`src/rtl/acc_alu_pkg.sv`:
```
package acc_alu_pkg;

    localparam int SW = 8;

    localparam int FLG_N = 7;
    localparam int FLG_V = 6;
    localparam int FLG_Z = 1;
    localparam int FLG_C = 0;

    typedef enum logic [2:0] {
        OP_ADD = 3'd0,
        OP_AND = 3'd1,
        OP_OR  = 3'd2,
        OP_XOR = 3'd3,
        OP_SHL = 3'd4,
        OP_SHR = 3'd5,
        OP_RTL = 3'd6,
        OP_RTR = 3'd7
    } alu_op_e;

    // Which status bits an operation is allowed to rewrite
    function automatic logic [SW-1:0] flag_mask(alu_op_e op);
        logic [SW-1:0] m;
        m = '0;
        m[FLG_N] = 1'b1;
        m[FLG_Z] = 1'b1;
        case (op)
            OP_ADD: begin
                m[FLG_V] = 1'b1;
                m[FLG_C] = 1'b1;
            end
            OP_SHL, OP_SHR, OP_RTL, OP_RTR: m[FLG_C] = 1'b1;
            default: ;
        endcase
        return m;
    endfunction

endpackage

```
`src/rtl/acc_alu_adder.sv`:
```
module acc_alu_adder #(
    parameter int DW = 8
) (
    input  logic [DW-1:0] a_i,
    input  logic [DW-1:0] b_i,
    input  logic          cin_i,
    output logic [DW-1:0] sum_o,
    output logic          cout_o,
    output logic          ovf_o
);
    logic [DW:0] wide;

    always_comb begin
        wide   = {1'b0, a_i} + {1'b0, b_i} + {{DW{1'b0}}, cin_i};
        sum_o  = wide[DW-1:0];
        cout_o = wide[DW];
        // two's-complement overflow: like-signed inputs, opposite-signed sum
        ovf_o  = (a_i[DW-1] == b_i[DW-1]) && (sum_o[DW-1] != a_i[DW-1]);
    end
endmodule

```
`src/rtl/acc_alu_logic.sv`:
```
module acc_alu_logic #(
    parameter int DW = 8
) (
    input  acc_alu_pkg::alu_op_e op_i,
    input  logic [DW-1:0]        a_i,
    input  logic [DW-1:0]        b_i,
    output logic [DW-1:0]        res_o
);
    import acc_alu_pkg::*;

    always_comb begin
        case (op_i)
            OP_AND:  res_o = a_i & b_i;
            OP_OR:   res_o = a_i | b_i;
            OP_XOR:  res_o = a_i ^ b_i;
            default: res_o = '0;
        endcase
    end
endmodule

```
`src/rtl/acc_alu_shift.sv`:
```
module acc_alu_shift #(
    parameter int DW = 8
) (
    input  acc_alu_pkg::alu_op_e op_i,
    input  logic [DW-1:0]        a_i,
    input  logic                 cin_i,
    output logic [DW-1:0]        res_o,
    output logic                 cout_o
);
    import acc_alu_pkg::*;

    logic fill;
    logic leftward;

    always_comb begin
        leftward = (op_i == OP_SHL) || (op_i == OP_RTL);
        fill     = ((op_i == OP_RTL) || (op_i == OP_RTR)) ? cin_i : 1'b0;
        if (leftward) begin
            res_o  = {a_i[DW-2:0], fill};
            cout_o = a_i[DW-1];
        end else begin
            res_o  = {fill, a_i[DW-1:1]};
            cout_o = a_i[0];
        end
    end
endmodule

```
`src/rtl/acc_alu_flags.sv`:
```
module acc_alu_flags #(
    parameter int DW = 8
) (
    input  acc_alu_pkg::alu_op_e               op_i,
    input  logic [DW-1:0]                      res_i,
    input  logic                               carry_i,
    input  logic                               ovf_i,
    input  logic [acc_alu_pkg::SW-1:0]         st_i,
    output logic [acc_alu_pkg::SW-1:0]         st_o
);
    import acc_alu_pkg::*;

    logic [SW-1:0] fresh;
    logic [SW-1:0] mask;

    always_comb begin
        fresh        = '0;
        fresh[FLG_N] = res_i[DW-1];
        fresh[FLG_V] = ovf_i;
        fresh[FLG_Z] = (res_i == '0);
        fresh[FLG_C] = carry_i;
        mask         = flag_mask(op_i);
    end

    for (genvar i = 0; i < SW; i++) begin : g_merge
        assign st_o[i] = mask[i] ? fresh[i] : st_i[i];
    end
endmodule

```
`src/rtl/acc_alu.sv`:
```
module acc_alu #(
    parameter int DW = 8
) (
    input  logic                       clk,
    input  logic                       rst_n,
    input  logic [2:0]                 op_i,
    input  logic [DW-1:0]              acc_i,
    input  logic [DW-1:0]              opnd_i,
    input  logic [acc_alu_pkg::SW-1:0] st_i,
    output logic [DW-1:0]              res_o,
    output logic [acc_alu_pkg::SW-1:0] st_o
);
    import acc_alu_pkg::*;

    typedef struct packed {
        logic [DW-1:0] res;
        logic [SW-1:0] st;
    } alu_reg_t;

    alu_op_e       op;
    logic [DW-1:0] add_res, log_res, sh_res, sel_res;
    logic          add_c, add_v, sh_c, sel_c;
    logic [SW-1:0] st_new;
    alu_reg_t      r_d, r_q;

    assign op = alu_op_e'(op_i);

    acc_alu_adder #(.DW(DW)) u_add (
        .a_i(acc_i), .b_i(opnd_i), .cin_i(st_i[FLG_C]),
        .sum_o(add_res), .cout_o(add_c), .ovf_o(add_v)
    );

    acc_alu_logic #(.DW(DW)) u_log (
        .op_i(op), .a_i(acc_i), .b_i(opnd_i), .res_o(log_res)
    );

    acc_alu_shift #(.DW(DW)) u_sh (
        .op_i(op), .a_i(acc_i), .cin_i(st_i[FLG_C]),
        .res_o(sh_res), .cout_o(sh_c)
    );

    always_comb begin
        if (op == OP_ADD) begin
            sel_res = add_res;
            sel_c   = add_c;
        end else if (op_i[2]) begin
            sel_res = sh_res;
            sel_c   = sh_c;
        end else begin
            sel_res = log_res;
            sel_c   = 1'b0;
        end
    end

    acc_alu_flags #(.DW(DW)) u_flg (
        .op_i(op), .res_i(sel_res), .carry_i(sel_c), .ovf_i(add_v),
        .st_i(st_i), .st_o(st_new)
    );

    always_comb begin
        r_d.res = sel_res;
        r_d.st  = st_new;
    end

    always_ff @(posedge clk or negedge rst_n) begin
        if (!rst_n) r_q <= '0;
        else        r_q <= r_d;
    end

    assign res_o = r_q.res;
    assign st_o  = r_q.st;
endmodule

```
`config.mk`:
```
export PLATFORM = sky130hd
export DESIGN_NAME = acc_alu
export DESIGN_NICKNAME = d
export VERILOG_FILES = /design/src/rtl/acc_alu_pkg.sv /design/src/rtl/acc_alu_adder.sv /design/src/rtl/acc_alu_logic.sv /design/src/rtl/acc_alu_shift.sv /design/src/rtl/acc_alu_flags.sv /design/src/rtl/acc_alu.sv
export SDC_FILE = /design/constraint.sdc
export NUM_CORES = 1
export LEC_CHECK = 0
export ABC_AREA = 1
export BUFFER_PORTS_ARGS = -buffer_cell sky130_fd_sc_hd__buf_2
export CELL_PAD_IN_SITES_DETAIL_PLACEMENT = 1
export CELL_PAD_IN_SITES_GLOBAL_PLACEMENT = 1
export CORE_MARGIN = 2
export CORE_UTILIZATION = 38
export CTS_CLUSTER_DIAMETER = 120
export DETAILED_ROUTE_END_ITERATION = 12
export PLACE_DENSITY_LB_ADDON = 0.1
export SLEW_MARGIN = 20
export SYNTH_ARGS = -nofsm -noshare
export SYNTH_HDL_FRONTEND = slang
export SYNTH_SLANG_ARGS = --single-unit
```
`constraint.sdc`:
```
create_clock -name clk -period 1.1 [get_ports clk]
set_input_delay 0.165 -clock clk [delete_from_list [all_inputs] [get_ports clk]]
set_output_delay 0.165 -clock clk [all_outputs]
set_load 0.1 [all_outputs]
```
==> results of run 1 <==
[cells by family after synthesis]
logic type | after synthesis | synth area share
AO/OA/AOI/OAI | 20 | 0.0769
buffers and inverters | 50 | 0.147
AND/OR/NAND/NOR | 115 | 0.353
adder cells (fa/ha/maj) | 18 | 0.161
XOR/XNOR | 2 | 0.0117
flip-flops | 15 | 0.251
[synthesized netlist by cell type (all sizes together)]
cell,instances
a21boi,1
nor2,21
nand4,3
xnor2,1
fa,2
nand3b,4
nand2,60
inv,45
xor2,1
nand3,26
o21ai,6
o211ai,3
dfrtp,15
a21oi,10
buf,5
nor3,1
ha,16
[stage by stage]
stage | instances | TNS (ps)
floorplan | 220 | -1460
global placement | 346 | -4770
detailed placement | 346 | -5720
CTS | 353 | -2160
[timing repair]
item,in CTS
hold endpoints to repair,15
setup endpoints to repair,13
buffers inserted,7
gates resized for setup,57
pin swaps,21
hold buffers,1
==> flow_metrics.tcl, run 1 <==
set metrics [dict create \
    outcome "stopped before the end" \
    haltStage "global routing (5_1_grt)" \
    first-error "[ERROR DPL-0033] detailed placement checks failed during check placement." \
    synth_top_area_frac 0.251 \
    numCtsBuffers 3 \
    fp.dieH_um 66.8 \
    worstEpCategory "register input" \
    yosysWarningCount 0 \
    yosysUniqueCellTypes 27 \
    port_buffers 42 \
    grt_start_max_net_pins 16 \
    place_hpwl_mm 4.85 \
    place_ws_ps -797 \
    antenna_found_initial 0 \
    synth.top_cells.by_area "dfrtp_1 (25%), nand2_1 (14%), ha_1 (13%), inv_1 (11%), nand3_1 (8.7%)" \
    cts.sinks 15 \
    clockBufferDepth 2 \
    syn_avg_cell_area_um2 6.80 \
    core.rowCount 22 \
    synth_area_um2 1500 \
    start_util 0.403 \
    yosysSeqAreaShare 0.251 \
    crit_endpoint "st_o[1]$_DFF_PN0_/D" \
    synth_nets 267 \
    cts_root_buf "clkbuf_8" \
    io_pins 45 \
    dieWidth_um 66.8 \
    htreeDepth 1 \
    placed_cell_area_um2 2330 \
    synth_area_leader_cell "dfrtp_1" \
    synth_seq_cells 15 \
    place.gp.congestion 0.850 \
    postSynthCellCount 220 \
]
==> inputs of run 2 (changes only) <==
- CELL_PAD_IN_SITES_DETAIL_PLACEMENT: 1 -> unset
- CELL_PAD_IN_SITES_GLOBAL_PLACEMENT: 1 -> unset
- CORE_UTILIZATION: 38 -> 40
- CTS_CLUSTER_DIAMETER: 120 -> unset
- PLACE_DENSITY_LB_ADDON: 0.1 -> 0.15
==> flow_metrics.tcl, run 2 <==
set metrics [dict create \
    area_growth_pct 71.2 \
    arrival_ps 1580 \
    core.rowCount 22 \
    power_frac_comb 0.575 \
    cts.sinks 15 \
    fp.dieH_um 65.2 \
    cpPeakStageDelay_ps 430 \
    fin_ws_ps -344 \
    grt_start_max_net_pins 16 \
    grt_pass1_vias 1564 \
    n_antenna_cell 0 \
    fin_crit_sh 1.31 \
    critPathSlowestCell "fa_2" \
    synthFlopType "dfrtp_1" \
    power_frac_clock 0.168 \
    path_cells "buf_6 -> fa_2 -> inv_2 -> fa_2 -> inv_2 -> nand2_2 -> nand2_2 -> nor2_2 -> nand2_1 -> nor2_1 -> nand3_1 -> nor2_2" \
    synth_seq_cells 15 \
    synth_top_area_frac 0.251 \
    endpoint_kind "register" \
    worst_pin_slew_ps 301 \
    clockBufferDepth 2 \
    synth-edff-count 0 \
    max-slew-margin-rel 0.799 \
    startpoint_type "primary input" \
    dr.pass1.iters 4 \
    synth_common_cells "nand2_1 (56), inv_1 (42), nand3_1 (26)" \
    syn_avg_cell_area_um2 6.80 \
    cts_root_buf "clkbuf_8" \
    grt_use_total 0.204 \
    period_needed_ps 1440 \
    finalNonFillerCells 360 \
    drc 0 \
    holdCritPathClass "primary input to register" \
    synth_area_um2 1500 \
    drt_wl_total_mm 4.04 \
    power.leakage_nw 1.40 \
    tns_ps -2070 \
    place_inst 352 \
    async_flop_share 1.00 \
    p_per_area_nw_per_um2 994 \
    antenna_found_initial 0 \
    p_sw_mw 1.08 \
    p_seq_frac 0.257 \
    io_pins 45 \
    ir_drop_uv 436 \
    grt-ovfl-total 0 \
    worstPathMaxFanout 2 \
    synth_area_leader_cell "dfrtp_1" \
    ant_nets 0 \
    place.gp.congestion 0.930 \
    core_area_um2 3630 \
    yosysWarningCount 0 \
    yosysSeqAreaShare 0.251 \
    grt_pass1_wl_mm 6.73 \
    intPower_mw 1.47 \
    cp_data_required_time_ps 1240 \
    setup_viol_count_final 10 \
    start_util 0.412 \
    via_count 1679 \
    htreeDepth 1 \
    max_freq_ghz 0.693 \
    drt_iter0_drc 50 \
    outcome "finished, violations left" \
    die_area_um2 4250 \
    fin_util 0.705 \
    fin_nets 360 \
    postSynthCellCount 220 \
    rsz0062_at_grt "true" \
    dieWidth_um 65.2 \
    synth_nets 267 \
    final_common_cell "buf_4" \
    swShare 0.424 \
    synth_most_common_cell "nand2_1" \
    fillers 313 \
    port_buffers 42 \
    multi_input_area_um2 1040 \
    avgRoutedWirePerCell_um 11.2 \
    place_hpwl_mm 3.43 \
    largest_reg_flops 8 \
    final_cell_mix "buf_4 (49), nand2_1 (47), inv_1 (37)" \
    via_per_inst 4.66 \
    max-cap-violations 0 \
    synth.top_cells.by_area "dfrtp_1 (25%), nand2_1 (14%), ha_1 (13%), inv_1 (11%), nand3_1 (8.7%)" \
    final_hold_viol_count 0 \
    path_class "primary input to register" \
    drv_slew 0 \
    holdWs_ps 28.5 \
    regArea_um2 379 \
    cts_tree "built" \
    clkTransAtPathRegs_ps 60 \
    numCtsBuffers 3 \
    yosysUniqueCellTypes 27 \
    drive_above_1_share 0.452 \
    violations "negative setup slack" \
]
[run 2: final timing paths]
path / start / to / slack, ps / cells after the start
max in group asynchronous: rst_n / res_o[7]$_DFF_PN0_ / 500 / 2
worst max-delay path: st_i[0] / st_o[1]$_DFF_PN0_ / -340 / 12
min in group asynchronous: rst_n / st_o[6]$_DFF_PN0_ / 340 / 2
worst min-delay path: st_i[4] / st_o[4]$_DFF_PN0_ / 30 / 1
[run 2: layout make-up]
cell class	count	share of cell area
sequential	15	0.148
timing repair buffer	93	0.335
inverter	45	0.0679
tap	48	0.0234
multi-input combinational	155	0.408
clock inverter	1	0.00195
clock buffer	3	0.0161
[run 2: metrics by stage]
step	total power, mW	setup slack, ps	instance area, um^2
after floorplan	1.45	-401	1560
after global placement	2.02	-578	2380
after detailed placement	2.04	-623	2380
after CTS	2.54	-359	2530
after global routing	2.69	-386	2560
final	2.55	-344	2560
[run 2: metal layers]
layer	vias to the layer above	GRT usage	share of wire
met1	766	0.258	0.43
met5	-	0	0
met4	0	0.0938	0.015
li1	867	-	-
met2	40	0.342	0.50
met3	6	0.0291	0.054
[run 2: power groups by stage]
| stage | Sequential, mW | Combinational (mW) | Clock (mW) |
|---|---|---|---|
| floorplan | 1.02 | 0.432 | 0 |
| global placement | 0.663 | 1.36 | 0 |
| detailed placement | 0.666 | 1.38 | 0 |
| CTS | 0.656 | 1.44 | 0.440 |
| global route | 0.660 | 1.56 | 0.471 |
| finish | 0.654 | 1.46 | 0.428 |
[run 2: what timing repair did]
action / 4_1_cts / 5_1_grt
gates cloned: 0 / 0
pin swaps: 16 / 12
setup buffers: 1 / 2
hold buffers: 1 / 0
endpoints found under the hold margin: 15 / 0
setup endpoints to repair: 10 / 12
resized for setup: 23 / 7
[run 2: cell families after synthesis]
logic type | after synthesis | share of synthesized area
xor+xnor | 2 | 0.0117
buf+inv | 50 | 0.147
simple gates | 115 | 0.353
fa+ha+maj | 18 | 0.161
flops | 15 | 0.251
compound gates | 20 | 0.0769
[run 2: worst max-delay path: cells and delay by family]
kind                       cells  cell delay [ps]
adders and majority gates      2              820
and+or+nand+nor                7              370
buffers and inverters          3              240
Power figures use the tool's default switching activity.
